--- src/rtl/mw_pkg.sv ---
package mw_pkg;

   // Command opcodes, leading start bit included
   localparam logic [2:0] OPC_READ  = 3'b110;
   localparam logic [2:0] OPC_WRITE = 3'b101;
   localparam logic [2:0] OPC_ERASE = 3'b111;

   typedef enum logic [3:0] {
      ST_IDLE,
      ST_CS_LO,
      ST_CS_HI,
      ST_CMD_LO,
      ST_CMD_HI,
      ST_GAP,
      ST_RD_HI,
      ST_RD_LO,
      ST_FIN
   } mw_state_e;

endpackage

--- src/rtl/mw_phase_timer.sv ---
module mw_phase_timer #(
   parameter int DIV_W = 8
) (
   input  logic             clk,
   input  logic             rst_n,
   input  logic             load_i,
   input  logic [DIV_W-1:0] div_i,
   input  logic             run_i,
   output logic             tick_o
);
   logic [DIV_W-1:0] div_q;
   logic [DIV_W-1:0] cnt_q;

   always_ff @(posedge clk or negedge rst_n) begin
      if (!rst_n) begin
         div_q <= DIV_W'(1);
         cnt_q <= '0;
      end else if (load_i) begin
         div_q <= (div_i == '0) ? DIV_W'(1) : div_i;
         cnt_q <= '0;
      end else if (!run_i || tick_o) begin
         cnt_q <= '0;
      end else begin
         cnt_q <= cnt_q + DIV_W'(1);
      end
   end

   assign tick_o = run_i && (cnt_q == div_q - DIV_W'(1));

endmodule

--- src/rtl/mw_cmd_build.sv ---
module mw_cmd_build import mw_pkg::*; #(
   parameter int ADDR_HI = 8,
   parameter int ADDR_LO = 6,
   parameter int CMD_W   = 3 + ADDR_HI,
   parameter int LENW    = $clog2(CMD_W + 1)
) (
   input  logic [ADDR_HI-1:0] addr_i,
   input  logic               wide_i,
   output logic [CMD_W-1:0]   cmd_o,
   output logic [LENW-1:0]    len_o
);
   localparam int PAD = ADDR_HI - ADDR_LO;

   logic [CMD_W-1:0] cmd_wide;
   logic [CMD_W-1:0] cmd_narrow;

   assign cmd_wide = {OPC_READ, addr_i};

   generate
      if (PAD == 0) begin : g_same
         assign cmd_narrow = cmd_wide;
      end else begin : g_pad
         assign cmd_narrow = {OPC_READ, addr_i[ADDR_LO-1:0], {PAD{1'b0}}};
      end
   endgenerate

   assign cmd_o = wide_i ? cmd_wide : cmd_narrow;
   assign len_o = wide_i ? LENW'(3 + ADDR_HI) : LENW'(3 + ADDR_LO);

endmodule

--- src/rtl/mw_width_det.sv ---
module mw_width_det #(
   parameter int          DATA_W = 16,
   parameter logic [15:0] SIG    = 16'h8129,
   parameter bit          EN     = 1'b1
) (
   input  logic              clk,
   input  logic              rst_n,
   input  logic              capture_i,
   input  logic [DATA_W-1:0] word_i,
   output logic              wide_o
);
   generate
      if (EN) begin : g_det
         logic wide_q;
         always_ff @(posedge clk or negedge rst_n) begin
            if (!rst_n)         wide_q <= 1'b0;
            else if (capture_i) wide_q <= (word_i == DATA_W'(SIG));
         end
         assign wide_o = wide_q;
      end else begin : g_nodet
         logic unused_in;
         assign unused_in = ^{clk, rst_n, capture_i, word_i};
         assign wide_o = 1'b0;
      end
   endgenerate

endmodule

--- src/rtl/mw_shift_seq.sv ---
module mw_shift_seq import mw_pkg::*; #(
   parameter int DATA_W = 16,
   parameter int CMD_W  = 11,
   parameter int LENW   = 4
) (
   input  logic              clk,
   input  logic              rst_n,
   input  logic              accept_i,
   input  logic [CMD_W-1:0]  cmd_i,
   input  logic [LENW-1:0]   len_i,
   input  logic              tick_i,
   input  logic              sdo_i,
   output logic              cs_o,
   output logic              sk_o,
   output logic              sdi_o,
   output logic              busy_o,
   output logic              done_o,
   output logic              fin_o,
   output logic [DATA_W-1:0] shift_o,
   output logic [DATA_W-1:0] data_o
);
   localparam int MAXB = (CMD_W > DATA_W) ? CMD_W : DATA_W;
   localparam int BCW  = $clog2(MAXB);

   mw_state_e         st_q;
   logic [CMD_W-1:0]  cmd_q;
   logic [BCW-1:0]    bcnt_q;
   logic [DATA_W-1:0] dsh_q;

   always_ff @(posedge clk or negedge rst_n) begin
      if (!rst_n) begin
         st_q   <= ST_IDLE;
         cmd_q  <= '0;
         bcnt_q <= '0;
         dsh_q  <= '0;
         done_o <= 1'b0;
         data_o <= '0;
      end else begin
         done_o <= 1'b0;
         if (st_q == ST_IDLE) begin
            if (accept_i) begin
               st_q   <= ST_CS_LO;
               cmd_q  <= cmd_i;
               bcnt_q <= BCW'(len_i) - BCW'(1);
            end
         end else if (tick_i) begin
            unique case (st_q)
               ST_CS_LO:  st_q <= ST_CS_HI;
               ST_CS_HI:  st_q <= ST_CMD_LO;
               ST_CMD_LO: st_q <= ST_CMD_HI;
               ST_CMD_HI: begin
                  if (bcnt_q == '0) begin
                     st_q   <= ST_GAP;
                     bcnt_q <= BCW'(DATA_W - 1);
                  end else begin
                     st_q   <= ST_CMD_LO;
                     bcnt_q <= bcnt_q - BCW'(1);
                     cmd_q  <= {cmd_q[CMD_W-2:0], 1'b0};
                  end
               end
               ST_GAP:    st_q <= ST_RD_HI;
               ST_RD_HI: begin
                  dsh_q <= {dsh_q[DATA_W-2:0], sdo_i};
                  st_q  <= ST_RD_LO;
               end
               ST_RD_LO: begin
                  if (bcnt_q == '0) begin
                     st_q <= ST_FIN;
                  end else begin
                     bcnt_q <= bcnt_q - BCW'(1);
                     st_q   <= ST_RD_HI;
                  end
               end
               ST_FIN: begin
                  st_q   <= ST_IDLE;
                  done_o <= 1'b1;
                  data_o <= dsh_q;
               end
               default: st_q <= ST_IDLE;
            endcase
         end
      end
   end

   always_comb begin
      cs_o  = 1'b0;
      sk_o  = 1'b0;
      sdi_o = 1'b0;
      unique case (st_q)
         ST_CS_HI, ST_GAP, ST_RD_LO: cs_o = 1'b1;
         ST_CMD_LO: begin
            cs_o  = 1'b1;
            sdi_o = cmd_q[CMD_W-1];
         end
         ST_CMD_HI: begin
            cs_o  = 1'b1;
            sk_o  = 1'b1;
            sdi_o = cmd_q[CMD_W-1];
         end
         ST_RD_HI: begin
            cs_o = 1'b1;
            sk_o = 1'b1;
         end
         default: ;
      endcase
   end

   assign busy_o  = (st_q != ST_IDLE);
   assign fin_o   = (st_q == ST_FIN) && tick_i;
   assign shift_o = dsh_q;

endmodule

--- src/rtl/mw_eeprom_reader.sv ---
module mw_eeprom_reader import mw_pkg::*; #(
   parameter int          DATA_W  = 16,
   parameter int          ADDR_HI = 8,
   parameter int          ADDR_LO = 6,
   parameter int          DIV_W   = 8,
   parameter logic [15:0] SIG     = 16'h8129,
   parameter bit          EN_DET  = 1'b1
) (
   input  logic               clk,
   input  logic               rst_n,
   input  logic               start_i,
   input  logic [ADDR_HI-1:0] addr_i,
   input  logic               wide_i,
   input  logic               auto_w_i,
   input  logic               detect_i,
   input  logic [DIV_W-1:0]   div_i,
   input  logic               sdo_i,
   output logic               cs_o,
   output logic               sk_o,
   output logic               sdi_o,
   output logic [DATA_W-1:0]  data_o,
   output logic               done_o,
   output logic               busy_o,
   output logic               wide_o
);
   localparam int CMD_W = 3 + ADDR_HI;
   localparam int LENW  = $clog2(CMD_W + 1);

   generate
      if (ADDR_HI < ADDR_LO) begin : g_bad_addr
         $error("ADDR_HI must not be below ADDR_LO");
      end
      if (DATA_W < 2 || DATA_W > 16) begin : g_bad_data
         $error("DATA_W must lie in 2..16");
      end
      if (DIV_W < 1) begin : g_bad_div
         $error("DIV_W must be at least 1");
      end
   endgenerate

   logic               accept;
   logic               use_wide;
   logic [ADDR_HI-1:0] use_addr;
   logic [CMD_W-1:0]   cmd;
   logic [LENW-1:0]    len;
   logic               tick;
   logic               fin;
   logic [DATA_W-1:0]  shift_word;
   logic               det_q;

   assign accept   = start_i && !busy_o;
   assign use_wide = detect_i ? 1'b1 : (auto_w_i ? wide_o : wide_i);
   assign use_addr = detect_i ? '0 : addr_i;

   always_ff @(posedge clk or negedge rst_n) begin
      if (!rst_n)      det_q <= 1'b0;
      else if (accept) det_q <= detect_i && EN_DET;
   end

   mw_cmd_build #(
      .ADDR_HI(ADDR_HI), .ADDR_LO(ADDR_LO), .CMD_W(CMD_W), .LENW(LENW)
   ) u_cmd (
      .addr_i(use_addr), .wide_i(use_wide), .cmd_o(cmd), .len_o(len)
   );

   mw_phase_timer #(.DIV_W(DIV_W)) u_timer (
      .clk(clk), .rst_n(rst_n), .load_i(accept), .div_i(div_i),
      .run_i(busy_o), .tick_o(tick)
   );

   mw_shift_seq #(.DATA_W(DATA_W), .CMD_W(CMD_W), .LENW(LENW)) u_seq (
      .clk(clk), .rst_n(rst_n), .accept_i(accept), .cmd_i(cmd), .len_i(len),
      .tick_i(tick), .sdo_i(sdo_i), .cs_o(cs_o), .sk_o(sk_o), .sdi_o(sdi_o),
      .busy_o(busy_o), .done_o(done_o), .fin_o(fin), .shift_o(shift_word),
      .data_o(data_o)
   );

   mw_width_det #(.DATA_W(DATA_W), .SIG(SIG), .EN(EN_DET)) u_det (
      .clk(clk), .rst_n(rst_n), .capture_i(fin && det_q),
      .word_i(shift_word), .wide_o(wide_o)
   );

endmodule

--- config.mk ---
export PLATFORM = sky130hd
export DESIGN_NAME = mw_eeprom_reader
export DESIGN_NICKNAME = d
export VERILOG_FILES = /design/src/rtl/mw_pkg.sv /design/src/rtl/mw_phase_timer.sv /design/src/rtl/mw_cmd_build.sv /design/src/rtl/mw_width_det.sv /design/src/rtl/mw_shift_seq.sv /design/src/rtl/mw_eeprom_reader.sv
export SDC_FILE = /design/constraint.sdc
export NUM_CORES = 1
export LEC_CHECK = 0
export BUFFER_PORTS_ARGS = -buffer_cell sky130_fd_sc_hd__buf_2
export CAP_MARGIN = 30
export CORE_MARGIN = 4
export CORE_UTILIZATION = 63
export CTS_CLUSTER_SIZE = 24
export DETAILED_ROUTE_END_ITERATION = 6
export PLACE_DENSITY = 0.89
export SLEW_MARGIN = 25
export SYNTH_ARGS = -nofsm -noshare
export SYNTH_HDL_FRONTEND = slang
export SYNTH_HIERARCHICAL = 1
export SYNTH_SLANG_ARGS = --single-unit
--- constraint.sdc ---
create_clock -name clk -period 6.8 [get_ports clk]
set_input_delay 0.34 -clock clk [delete_from_list [all_inputs] [get_ports clk]]
set_output_delay 0.34 -clock clk [all_outputs]
set_load 0.01 [all_outputs]
==> run summary <==
Gpl congestion - 0.865
Netlist Area Pre-Place - 0.00375 sq mm
Clk_lat worst skew - 350 ps
Layout cells sized above 1 - 32.3%
Via count - 2776
F_max - 0.274 GHz
Post-CTS Setup Bufs - 0
CP startpoint - u_timer/div_q[1]
Crit. End Element - flip-flop
Worst-margin pin slew - 747 ps
P&R area growth vs syn - 11.2%
Post-synth ARST share - 100%
Remaining Overflow, GRT - 0
Via/cell ratio - 6.01
Starting DRC count in detailed routing - 127
Synth warn - 6
Initial antenna violation count - 0
IO Port Bufs - 44
WS Path Type - reg2reg
#FFs+latches synth - 70
Cts bufs inserted - 9
Leak pwr - 1.98 nW
Post-route clock period utilization - 53.7%
Initial DRT Pass Iterations - 4
Htree depth - 3
Final ANT Viol Nets - 0
Tot GR Track Use - 23.0%
Clk_skew - 14.2 ps
Root buf cell - clkbuf_8
Clock tree sinks - 70
Final hold vios - 0
Core area - 0.00564 sq mm
Final Non-Filler Cells - 462
Final-report setup violation count - 0
CTS max path bufs - 2
Worst endpoint data arrival time - 3900 ps
Starting Density - 66.5%
Multi-input gate area - 0.00182 sq mm
Period minus WS final - 3650 ps
Synth area leaders - dfrtp_1 (46%), mux2_2 (11%), nand2_1 (3.5%)
Std-Cell Rows - 27
Top-area cell type share of the netlist area - 46.0%
Final hold slack - 23.0 ps
Die width - 85.2 microns
Crit path max fanout - 17
Largest net degree at the start of global routing - 71
Worst ir drop on vdd - 0.172 mV
Outcome - complete, no violations
Post-DP HPWL - 5.52 mm
Cts repair resizes - 0
Fill cells - 398
Worst EP required - 7050 ps
Max-Slew Margin vs Limit - 50.2%
RSZ-0062 raised after global routing - no
CTS tree - done
Post-synth top area cell - dfrtp_1
Antenna Cells - 0
Die area - 0.00726 sq mm
Yosys cell types - 60
I/O Pins - 45
Mapped Avg Cell Area - 10.8 sq um
DRC violations left - 0
Inst Count DP - 444
EDFF count, synth - 0
Die Y - 85.2 microns
Clock transition at path regs - 90 ps
Ys flop type - dfrtp_1
Max-cap violations - 0
CP Launch Type - flip-flop
Routed WL per cell - 17.0 microns
Syn Inst Count - 346
Drt total wl - 7.86 mm
Register area - 0.00175 sq mm
HP Class - in2async
TNS Setup - 0 ps
Count of pins over their slew limit - 0
PwrDens - 321 mW/mm^2
Fin nets - 412
CTS Hold Buffers Added - 0
R2R Path Start - u_timer/div_q[1]
Finished Core Util - 74.0%
Global-route wire length before repair - 13.3 mm
Seq/Total Area, Yosys - 46.7%
Vias in the first global route - 2771
## area by class of cell
class                           count  area share (%)
Clock buffer                        9            2.97
Clock inverter                      7            1.50
Inverter                           12            1.08
Multi-Input combinational cell    243            43.7
Sequential cell                    70            42.0
Tap cell                           72            2.16
Timing Repair Buffer               49            6.57
## layer usage
metal  global-route usage, %  up-vias  share of wire (%)
met3                    6.41       15                5.1
li1                        -     1302                  -
met1                    28.3     1380                 41
met4                    7.05        0                1.7
met2                    39.5       79                 53
met5                       0        -                  0
## cell families after synthesis
family | Yosys count | synth area share (%)
buffers and inverters | 37 | 5.23
muxes | 46 | 14.5
other | 2 | 0.200
and+or+nand+nor | 116 | 17.4
AOI/OAI and AO/OA | 56 | 11.2
adders and majority gates | 4 | 1.33
xor gates and xnor gates | 15 | 3.50
DFF | 70 | 46.7
## per-stage QoR
stage                     setup slack (ps)  power [mW]  area, sq um
after floorplan                       3790       0.932         3770
after global placement                3390       0.994         3950
after detailed placement              3180        1.03         3960
after CTS                             3110        1.34         4150
after global routing                  2910        1.43         4170
final                                 3150        1.34         4170
## final timing paths
kind                                         end  slack, ps  cells after the start
worst min-delay path            u_timer/cnt_q[5]         20                      2
worst min register to register  u_seq/data_o[12]        510                      1
min in group clk                u_seq/shift_o[0]        240                      2
worst max-delay path                u_det/wide_o       3150                      9
worst max register to register      u_det/wide_o       3150                      9
max in group asynchronous       u_timer/div_q[0]       6170                      3
## cells in the mapped netlist (2+ instances only)
cell type  count
a41oi_1       10
o22a_1         3
xor2_1         4
nand3b_1       2
nand2_1       35
nor2_1        18
conb_1         2
nor4b_1        2
nor2b_1        9
nand4b_1       2
mux2_2        38
dfrtp_1       69
and3_1         6
o21ai_0       11
nand3_1        6
nand4_1        2
a21oi_1       14
nand2b_1       3
buf_2          6
a31oi_1        2
clkbuf_1       7
ha_1           4
nor3_1         7
xnor2_1       11
and2_1         3
o22ai_1        2
mux2_4         7
nor3b_1        5
inv_1         12
and2_2         3
buf_6          2
nor4_1         2
buf_4          9
and2b_1        2
## where the power goes
part / internal, mW / switching [mW]
sequential: 0.502 / 0.126
clock: 0.140 / 0.172
combinational: 0.196 / 0.204
## registers in the layout (all words and copies together) (netlist names), 4 cells and up
| signal | cells |
|---|---|
| u_seq/st_q | 4 |
| u_timer/cnt_q | 8 |
| u_seq/cmd_q | 11 |
| u_timer/div_q | 8 |
| u_seq/shift_o | 16 |
| u_seq/data_o | 16 |
| u_seq/bcnt_q | 4 |
## worst max-delay path, cell delays in order, from the launching register on
cell      delay (ps)
dfrtp_1          410
or4_4            570
nor4_2           330
a211oi_2          90
a211oi_4         440
and2_1           350
and3_1           690
and2_1           270
nand3b_1         110
o32ai_2          280
## cells in the final DEF (no fill, tap or decap), drive strengths merged, types with 3 or more instances in the layout
cell	instances
mux2	45
and2	6
nor4b	3
and3	6
o21ai	11
nand2	35
xor2	4
inv	16
nand3	6
dfrtp	69
o22a	3
a211oi	3
a21oi	14
conb	6
nand2b	3
clkbuf	9
nor2	18
a41oi	10
nor3	7
ha	4
buf	49
xnor2	11
nor2b	10
nor3b	5
nor4	4
(Power assumes the default switching activity.)
